**config.mk**
```make
export PLATFORM = sky130hd
export DESIGN_NAME = mcdp_datapath
export DESIGN_NICKNAME = d
export VERILOG_FILES = /design/src/rtl/mcdp_pkg.sv /design/src/rtl/mcdp_alu.sv /design/src/rtl/mcdp_regfile.sv /design/src/rtl/mcdp_datapath.sv
export SDC_FILE = /design/constraint.sdc
export NUM_CORES = 2
export LEC_CHECK = 0
export BUFFER_PORTS_ARGS = -buffer_cell sky130_fd_sc_hd__buf_2
export CORE_AREA = 2 2 335 337
export CTS_CLUSTER_SIZE = 8
export DETAILED_ROUTE_END_ITERATION = 10
export DIE_AREA = 0 0 337 339
export PLACE_DENSITY = 0.74
export SKIP_CTS_REPAIR_TIMING = 1
export SLEW_MARGIN = 5
export SYNTH_ARGS = -nofsm -noshare
export SYNTH_HDL_FRONTEND = slang
export SYNTH_SLANG_ARGS = --single-unit
```
**constraint.sdc**
```tcl
create_clock -name clk -period 5.73 [get_ports clk]
set_clock_uncertainty 0.1 [all_clocks]
set_input_delay 0.8595 -clock clk [delete_from_list [all_inputs] [get_ports clk]]
set_output_delay 0.8595 -clock clk [all_outputs]
set_load 0.02 [all_outputs]
```
**src/rtl/mcdp_pkg.sv**
```systemverilog
package mcdp_pkg;

  typedef enum logic [2:0] {
    ALU_ADD  = 3'd0,
    ALU_SUB  = 3'd1,
    ALU_AND  = 3'd2,
    ALU_OR   = 3'd3,
    ALU_XOR  = 3'd4,
    ALU_NOR  = 3'd5,
    ALU_SLT  = 3'd6,
    ALU_SLTU = 3'd7
  } alu_op_e;

  typedef enum logic [1:0] {
    SRCB_REG    = 2'd0,
    SRCB_FOUR   = 2'd1,
    SRCB_IMM    = 2'd2,
    SRCB_IMM_SH = 2'd3
  } srcb_e;

endpackage

```
**src/rtl/mcdp_alu.sv**
```systemverilog
module mcdp_alu
  import mcdp_pkg::*;
#(
  parameter int W = 32
) (
  input  alu_op_e        op,
  input  logic [W-1:0]   a,
  input  logic [W-1:0]   b,
  output logic [W-1:0]   y,
  output logic           zero
);

  logic lt_s;
  logic lt_u;

  always_comb begin
    lt_s = ($signed(a) < $signed(b));
    lt_u = (a < b);
    unique case (op)
      ALU_ADD:  y = a + b;
      ALU_SUB:  y = a - b;
      ALU_AND:  y = a & b;
      ALU_OR:   y = a | b;
      ALU_XOR:  y = a ^ b;
      ALU_NOR:  y = ~(a | b);
      ALU_SLT:  y = {{(W-1){1'b0}}, lt_s};
      ALU_SLTU: y = {{(W-1){1'b0}}, lt_u};
      default:  y = a + b;
    endcase
    zero = (y == '0);
  end

  // a subtract flags zero exactly for equal operands
  always_comb begin
    if (op == ALU_SUB) begin
      p_sub_zero_r6: assert (zero == (a == b));
    end
  end

endmodule

```
**src/rtl/mcdp_regfile.sv**
```systemverilog
module mcdp_regfile #(
  parameter int W     = 32,
  parameter int DEPTH = 32,
  localparam int AW   = $clog2(DEPTH)
) (
  input  logic          clk,
  input  logic          we,
  input  logic [AW-1:0] waddr,
  input  logic [W-1:0]  wdata,
  input  logic [AW-1:0] raddr_a,
  input  logic [AW-1:0] raddr_b,
  output logic [W-1:0]  rdata_a,
  output logic [W-1:0]  rdata_b
);

  logic [W-1:0] regs [DEPTH];

  always_ff @(posedge clk) begin
    for (int i = 1; i < DEPTH; i++) begin
      if (we && (waddr == AW'(i))) begin
        regs[i] <= wdata;
      end
    end
  end

  always_comb begin
    rdata_a = (raddr_a == '0) ? '0 : regs[raddr_a];
    rdata_b = (raddr_b == '0) ? '0 : regs[raddr_b];
  end

endmodule

```
**src/rtl/mcdp_datapath.sv**
```systemverilog
module mcdp_datapath
  import mcdp_pkg::*;
#(
  parameter int W    = 32,
  parameter int NREG = 32
) (
  input  logic         clk,
  input  logic         rst_n,
  input  logic         ctl_pc_wr,
  input  logic         ctl_pc_wr_cond,
  input  logic         ctl_pc_src,
  input  logic         ctl_iord,
  input  logic         ctl_mem_wr,
  input  logic         ctl_ir_wr,
  input  logic         ctl_reg_wr,
  input  logic         ctl_reg_dst,
  input  logic         ctl_mem_to_reg,
  input  logic         ctl_src_a,
  input  logic [1:0]   ctl_src_b,
  input  logic [2:0]   ctl_alu_op,
  input  logic [W-1:0] mem_rdata,
  output logic [W-1:0] mem_addr,
  output logic [W-1:0] mem_wdata,
  output logic         mem_we,
  output logic [5:0]   opcode,
  output logic [5:0]   funct,
  output logic         zero
);

  localparam int RAW    = $clog2(NREG);
  localparam int IMM_W  = 16;
  localparam int RS_LSB = 21;
  localparam int RT_LSB = 16;
  localparam int RD_LSB = 11;

  // reset: asynchronous assert, synchronous release
  logic [1:0] rst_pipe;
  logic       rst_int_n;

  always_ff @(posedge clk or negedge rst_n) begin
    if (!rst_n) rst_pipe <= '0;
    else        rst_pipe <= {rst_pipe[0], 1'b1};
  end
  assign rst_int_n = rst_pipe[1];

  logic [W-1:0]   pc_q, pc_d, ir_q, ir_d;
  logic [W-1:0]   a_q, b_q, alu_q, mdr_q;
  logic [W-1:0]   rf_a, rf_b, alu_in_a, alu_in_b, alu_y, imm_sx, wb_data;
  logic [RAW-1:0] wb_addr;
  logic           pc_en;

  mcdp_regfile #(.W(W), .DEPTH(NREG)) u_rf (
    .clk     (clk),
    .we      (ctl_reg_wr),
    .waddr   (wb_addr),
    .wdata   (wb_data),
    .raddr_a (ir_q[RS_LSB +: RAW]),
    .raddr_b (ir_q[RT_LSB +: RAW]),
    .rdata_a (rf_a),
    .rdata_b (rf_b)
  );

  mcdp_alu #(.W(W)) u_alu (
    .op   (alu_op_e'(ctl_alu_op)),
    .a    (alu_in_a),
    .b    (alu_in_b),
    .y    (alu_y),
    .zero (zero)
  );

  // next-state and steering
  always_comb begin
    imm_sx   = {{(W-IMM_W){ir_q[IMM_W-1]}}, ir_q[IMM_W-1:0]};
    alu_in_a = ctl_src_a ? a_q : pc_q;
    unique case (srcb_e'(ctl_src_b))
      SRCB_REG:    alu_in_b = b_q;
      SRCB_FOUR:   alu_in_b = W'(4);
      SRCB_IMM:    alu_in_b = imm_sx;
      SRCB_IMM_SH: alu_in_b = imm_sx << 2;
      default:     alu_in_b = b_q;
    endcase
    mem_addr = ctl_iord ? alu_q : pc_q;
    wb_addr  = ctl_reg_dst ? ir_q[RD_LSB +: RAW] : ir_q[RT_LSB +: RAW];
    wb_data  = ctl_mem_to_reg ? mdr_q : alu_q;
    pc_en    = ctl_pc_wr | (ctl_pc_wr_cond & zero);
    pc_d     = ctl_pc_src ? alu_q : alu_y;
    ir_d     = ctl_ir_wr ? mem_rdata : ir_q;
  end

  // registers
  always_ff @(posedge clk or negedge rst_int_n) begin
    if (!rst_int_n) begin
      pc_q  <= '0;
      ir_q  <= '0;
      a_q   <= '0;
      b_q   <= '0;
      alu_q <= '0;
      mdr_q <= '0;
    end else begin
      if (pc_en) pc_q <= pc_d;
      ir_q  <= ir_d;
      a_q   <= rf_a;
      b_q   <= rf_b;
      alu_q <= alu_y;
      mdr_q <= mem_rdata;
    end
  end

  assign mem_wdata = b_q;
  assign mem_we    = ctl_mem_wr;
  assign opcode    = ir_q[31:26];
  assign funct     = ir_q[5:0];

  // PC holds without a write request
  p_pc_hold_r2: assert property (@(posedge clk) disable iff (!rst_int_n)
    (!ctl_pc_wr && !ctl_pc_wr_cond) |=> $stable(pc_q));

  // instruction capture and hold
  p_ir_load_r2: assert property (@(posedge clk) disable iff (!rst_int_n)
    ctl_ir_wr |=> (ir_q == $past(mem_rdata)));
  p_ir_hold_r2: assert property (@(posedge clk) disable iff (!rst_int_n)
    !ctl_ir_wr |=> $stable(ir_q));

  // taken branch lands on the previously latched target
  p_branch_tgt_r6: assert property (@(posedge clk) disable iff (!rst_int_n)
    (ctl_pc_wr_cond && !ctl_pc_wr && ctl_pc_src && zero) |=> (pc_q == $past(alu_q)));

  // memory data latch follows the read port
  p_mdr_load_r8: assert property (@(posedge clk) disable iff (!rst_int_n)
    ctl_iord |=> (mdr_q == $past(mem_rdata)));

  // register 0 always presents zero
  p_r0_zero_r9: assert property (@(posedge clk) disable iff (!rst_int_n)
    (ir_q[RS_LSB +: RAW] == '0) |=> (a_q == '0));

endmodule

```
Word level (Yosys, flattened, before mapping)
Memory sizes are Yosys's and may differ from the RTL's.
Index checks and enable logic that the tools add are counted.
{"block": "op_classes", "bitwise_logic": 6, "add_sub_neg": 2, "muxes": 161, "n_eq_ne": 41, "magnitude_cmp": 2, "reduce_logical": 66}
{"operator": "$mux W32", "count": 36}
{"operator": "$reduce_or A32 Y1", "count": 30}
{"operator": "$pmux W32 S8", "count": 1}
{"operator": "$mux W5", "count": 31}
{"operator": "$pmux W32 S4", "count": 1}
{"operator": "$mux W1", "count": 92}
{"operator": "$eq A5 B5 Y1 const B", "count": 16}
{"operator": "$lt A32 B32 Y1", "count": 2}
{"operator": "$eq A5 B4 Y1 const B", "count": 8}
{"operator": "$add A32 B32 Y32", "count": 1}
{"operator": "$and A32 B32 Y32", "count": 1}
{"operator": "$logic_not A32 Y1", "count": 1}
{"operator": "$not A32 Y32", "count": 1}
{"operator": "$or A32 B32 Y32", "count": 1}
{"operator": "$sub A32 B32 Y32", "count": 1}
{"operator": "$xor A32 B32 Y32", "count": 1}
{"operator": "$logic_and A1 B1 Y1", "count": 31}
{"operator": "$eq A5 B3 Y1 const B", "count": 4}
{"operator": "$eq A3 B3 Y1 const B", "count": 4}
{"operator": "$eq A5 B2 Y1 const B", "count": 2}
{"operator": "$logic_not A5 Y1", "count": 2}
{"operator": "$eq A3 B2 Y1 const B", "count": 2}
{"operator": "$eq A5 B1 Y1 const B", "count": 1}
{"operator": "$eq A2 B2 Y1 const B", "count": 2}
{"operator": "6 further kinds", "count": 6}
{"block": "totals", "wordCells": 286, "ram_bits": 1024, "mem_count": 1, "inputBits": 49, "ff_bits": 194, "output_inout_bits": 78}
{"memory": "u_rf.regs", "depth": 32, "width": 32, "read_ports": 2, "rd_ports_with_merged_regs": 0, "wr": 1, "line_no": "mcdp_regfile.sv:16", "text": "logic [W-1:0] regs [DEPTH];"}

Longest topological paths before layout
{"block": "depth", "depth_word": 36, "mapped_depth": 20, "depth_no_buf": 17}

Modules after synthesis
From an unflattened synthesis, not the netlist that was laid out.
{"block": "unflattened", "cells_unflattened": 4045, "area_unflattened_um2": 60563.1}
{"module": "mcdp_regfile", "instances": 1, "area_each_um2": 46585.9, "seq_area_each_um2": 29788.6, "cells_each": 2625}
{"module": "mcdp_datapath", "instances": 1, "area_each_um2": 7931.4, "seq_area_each_um2": 4854.7, "cells_each": 505}
{"module": "mcdp_alu", "instances": 1, "area_each_um2": 6045.8, "seq_area_each_um2": 0.0, "cells_each": 915}

Worst setup path before layout
No wires, ideal clock.
{"block": "synth_path", "kind": "in2out", "from": "in ctl_src_b[1]", "to": "out zero", "cell_stages": 16, "arrival_ns": 5.614, "slack_ns": -0.843, "n_path_buf": 2, "t_required_ns": 4.771, "cell_sequence": "clkbuf_1 > clkbuf_1 > mux2i_1 > nor2_1 > ha_1 > fa_1 > o21ba_2 > or4_1 > a21boi_0 > o211ai_1 > a211oi_1 > o31ai_1 > mux2_2 > nor4_1 > nand4_2 > nor4b_1"}
{"block": "synth_via", "elab_chain_len": 6, "word_cells_on_any_way": 15, "classes_between": "add/sub: 2; order compare: 2; eq/ne: 3; mux: 2; bitwise: 4; reduce/logical: 2"}
{"item": "start, declared", "line_no": "mcdp_datapath.sv:19", "text": "input logic [1:0] ctl_src_b,"}
{"item": "$eq A2 B2 Y1 (tied with other cells)", "line_no": "mcdp_datapath.sv:75", "text": "unique case (srcb_e'(ctl_src_b))"}
{"item": "$pmux W32 S4 *", "line_no": "mcdp_datapath.sv:75"}
{"item": "parallel branches: the longest is 2 deep, another holds $sub A32 B32 Y32"}
{"item": "$pmux W32 S8 *", "line_no": "mcdp_alu.sv:19", "text": "unique case (op)"}
{"item": "$logic_not A32 Y1 *", "line_no": "mcdp_alu.sv:30", "text": "zero = (y == '0);"}
{"item": "end, declared", "line_no": "mcdp_datapath.sv:27", "text": "output logic zero"}
Mark *: on every way between the ends.

Worst setup path in the final report
{"block": "layout_path", "from": "reg b_q[2], in the netlist mem_wdata[2]", "to": "out zero"}
{"block": "layout_via", "word_cells_on_any_way": 11, "classes_between": "add/sub: 2; order compare: 2; mux: 2; bitwise: 4; reduce/logical: 1"}
{"item": "start, declared", "line_no": "mcdp_datapath.sv:47", "text": "logic [W-1:0] a_q, b_q, alu_q, mdr_q;"}
{"item": "start signal, assigned", "line_no": "mcdp_datapath.sv:103", "text": "b_q <= rf_b;"}
{"item": "$pmux W32 S4 *", "line_no": "mcdp_datapath.sv:75"}
{"item": "$sub A32 B32 Y32 / $add A32 B32 Y32 (equally long branches)", "line_no": "mcdp_alu.sv:21, mcdp_alu.sv:20"}
{"item": "$pmux W32 S8 *", "line_no": "mcdp_alu.sv:19"}
{"item": "net alu_y[31]", "line_no": "mcdp_datapath.sv:48", "text": "logic [W-1:0] rf_a, rf_b, alu_in_a, alu_in_b, alu_y, imm_sx, wb_data;"}
{"item": "$logic_not A32 Y1 *", "line_no": "mcdp_alu.sv:30"}
Mark *: on every way through the listed nets, which the timed path passes. The rest lies on a longest branch.

==> qor.yml <==
status:
  status: "complete, but fails checks"
  violations: "negative setup slack"
power:
  power.leakage_uw: 0.02636
  powerDensity_mw_per_mm2: 403.0
  peakVddDrop_mv: 0.3045
detailed_routing:
  wl_per_cell_um: 31.99
  antenna_left: 0
  drt_pre_antenna_iters: 8
  viasPerCell: 6.924
  drc: 0
  drt_iter0_drc: 7102
  routed_wirelength_um: 206600
  via_count: 44717
placed_design:
  dp_cells: 6205
  port_buffers: 124
  dp_hpwl_um: 128800
  routabilityCongestion: 0.9986
  place_ws_ns: -0.5464
layout:
  num-fill-cells: 7884
  syn_to_final_growth_pct: 17.74
  layout-drive-gt1-share: 0.2915
  layoutNonFillerInstCount: 6458
  multi_input_area_mm2: 0.02472
  layout.nets: 5041
  ff_latch_area_mm2: 0.03468
sta:
  layout_setup_ws_ns: -0.1343
  setup_viol: 1
  fin_crit_sh: 1.023
  fin_setup_tns_ns: -0.1343
  finalCriticalPeriod_ns: 5.864
  fmax_ghz: 0.1705
  tightest_slew_ns: 1.278
  slew_violations: 0
  whs_ns: 0.1043
  slew_headroom: 0.1483
  hold_violations: 0
  rsz0062_at_grt: "yes"
yosys:
  synth_top_area_share: 0.4921
  synthDistinctLibCells: 93
  synth_edf_count: 992
  syn_avg_cell_area_um2: 13.69
  syn_nets: 4570
  ys_ff_latch: 1186
  yosysSeqAreaShare: 0.5723
  yosysTopAreaCell: "edfxtp_1"
  ys_warn_count: 0
  synthCells: 4422
  async_flop_share: 0.1636
  ys_top_cells_by_area: "edfxtp_1 49%, mux4_2 9.8%, dfrtp_1 8.0%"
  synth.most_common_cell: "edfxtp_1"
  syn_area_mm2: 0.06054
  synth_common_cells: "992 x edfxtp_1, 430 x mux2i_1, 416 x a21oi_1"
  synth_ff_type: "edfxtp_1"
clock_network:
  htreeDepth: 4
  cts_max_path_buffers: 3
  clock_sinks: 1186
  cts_buffers: 168
  clk_latency_ns: 0.79
  root_buffer: "clkbuf_16"
  cts.clk_slew.worst_paths_ns: 0.05
  cts_tree: "done"
hold_path:
  min-delay-start: "mem_rdata[31]"
  holdPathStages: 1
  hold_end: "mdr_q[31]"
  hold_class: "primary input to flip-flop"
global_routing:
  grt_max_degree: 118
  grt_pass1_vias: 44080
  antenna_found_initial: 9
  grt_use_total: 0.3578
  grt_pass1_wl_um: 295300
  overflow: 0
floorplanning:
  core.rowCount: 122
  die_y_um: 339
  ios: 127
  die_area_mm2: 0.1142
  die_w_um: 337
  initial_core_util: 0.5485
  coreArea_mm2: 0.1104
setup_path:
  reg2reg_depth: 18
  startpoint: "mem_wdata[2]"
  r2r-start: "mem_wdata[2]"
  critPathCaptureType: "primary output"
  crit_buf_inv: 3
  reg2reg_slack_ns: 0.54
  max_stage_delay_ns: 0.46
  timing.rr.end: "pc_q[14]"
  crit_required_ns: 4.77
  worst_ep_arrival_time_ns: 4.90
  worstSetupPathType: "flip-flop to primary output"
  cpMostUsedCell: "buf_4"
  cp_cell_sequence: "mux2_2 > o22a_1 > ha_1 > buf_4 > and2b_4 > a2111o_1 > buf_4 > a31o_1 > a211o_1 > a32o_1 > a21oi_2 > mux2_1 > o22ai_4 > nor4b_4 > buf_4"
  critPathLaunchType: "flip-flop"
  path_max_fanout: 5
  cp_slowest_cell: "dfrtp_2"
  cp_top_family: "compound AO/OA/AOI/OAI gates"
flow_run:
  cap_violations: 0
[layout by cell type, fill, tap and decap left out, types with 141 or more instances in the layout]
cell type | netlist | routed
edfxtp_1 | 992 | 992
nor2_1 | 246 | 224
mux2i_1 | 430 | 427
mux2_2 | 188 | 188
buf_4 | 13 | 492
clkbuf_16 | 0 | 171
o21ai_0 | 231 | 222
dfrtp_1 | 194 | 182
a21oi_1 | 416 | 406
mux4_2 | 263 | 263
o22ai_1 | 141 | 141
[report_power, final]
group	switching, µW	leakage, µW	internal, µW
clock network	3690	0.00231	5520
logic	5200	0.0128	3540
registers	464	0.0113	10300
total	9350	0.0264	19400
[worst register-to-register path, delay by kind of cell (launching register included)]
family	cells	cell delay, ns
muxes	3	0.78
and+or+nand+nor	2	0.66
adders and majority gates	1	0.32
AOI/OAI and AO/OA	8	2.02
buffers and inverters	4	0.70
DFF	1	0.46
[cell families after synthesis]
group / synth area share
mux: 0.2115
flops: 0.5723
simple gates: 0.04756
fa+ha+maj: 0.02071
xor+xnor: 0.001881
other cells: 0.00006195
buf+inv: 0.03001
compound gates: 0.1160
[per-stage QoR]
stage          total power (µW)  instance area [µm²]    util
6_report                  28720                71280  0.6458
5_1_grt                   29630                71270  0.6458
4_1_cts                   28290                70850  0.6420
3_5_place_dp              19130                66000  0.5981
3_3_place_gp              19050                66000  0.5981
2_1_floorplan             15290                60560       -
[routing by layer]
layer / wire [µm] / share of wire / vias up / track usage
met4: 11460 / 0.055 / 16 / 0.1772
met2: 93470 / 0.45 / 3388 / 0.5422
met3: 27910 / 0.14 / 726 / 0.1035
li1: - / - / 18432 / -
met5: 181 / 0.00088 / - / 0.007234
met1: 73590 / 0.36 / 22155 / 0.4728
[worst max path at each step]
stage | cells after the start | slack (ns) | end
3_5_place_dp | 17 | -0.55 | zero
3_3_place_gp | 19 | -0.53 | zero
2_1_floorplan | 16 | -0.14 | zero
5_1_grt | 17 | -0.30 | zero
6_report | 15 | -0.13 | zero
4_1_cts | 16 | -0.67 | zero
[sequential cells by signal, summed over array words and instances (netlist names)]
name and count:
u_rf.regs 992, mdr_q 32, mem_wdata 32, ir_q 32
pc_q 32, alu_q 32, a_q 32, rst_pipe 2
[layout make-up]
class | count | area share
flip-flops and latches | 1186 | 0.4865
multi-input cells | 2782 | 0.3467
repair buffers | 638 | 0.06644
clock buffers | 230 | 0.06328
well taps | 1488 | 0.02612
inverters | 117 | 0.006179
clock inverters | 15 | 0.004669
diodes | 2 | 0.00007022
Power figures use the tool's default switching activity.
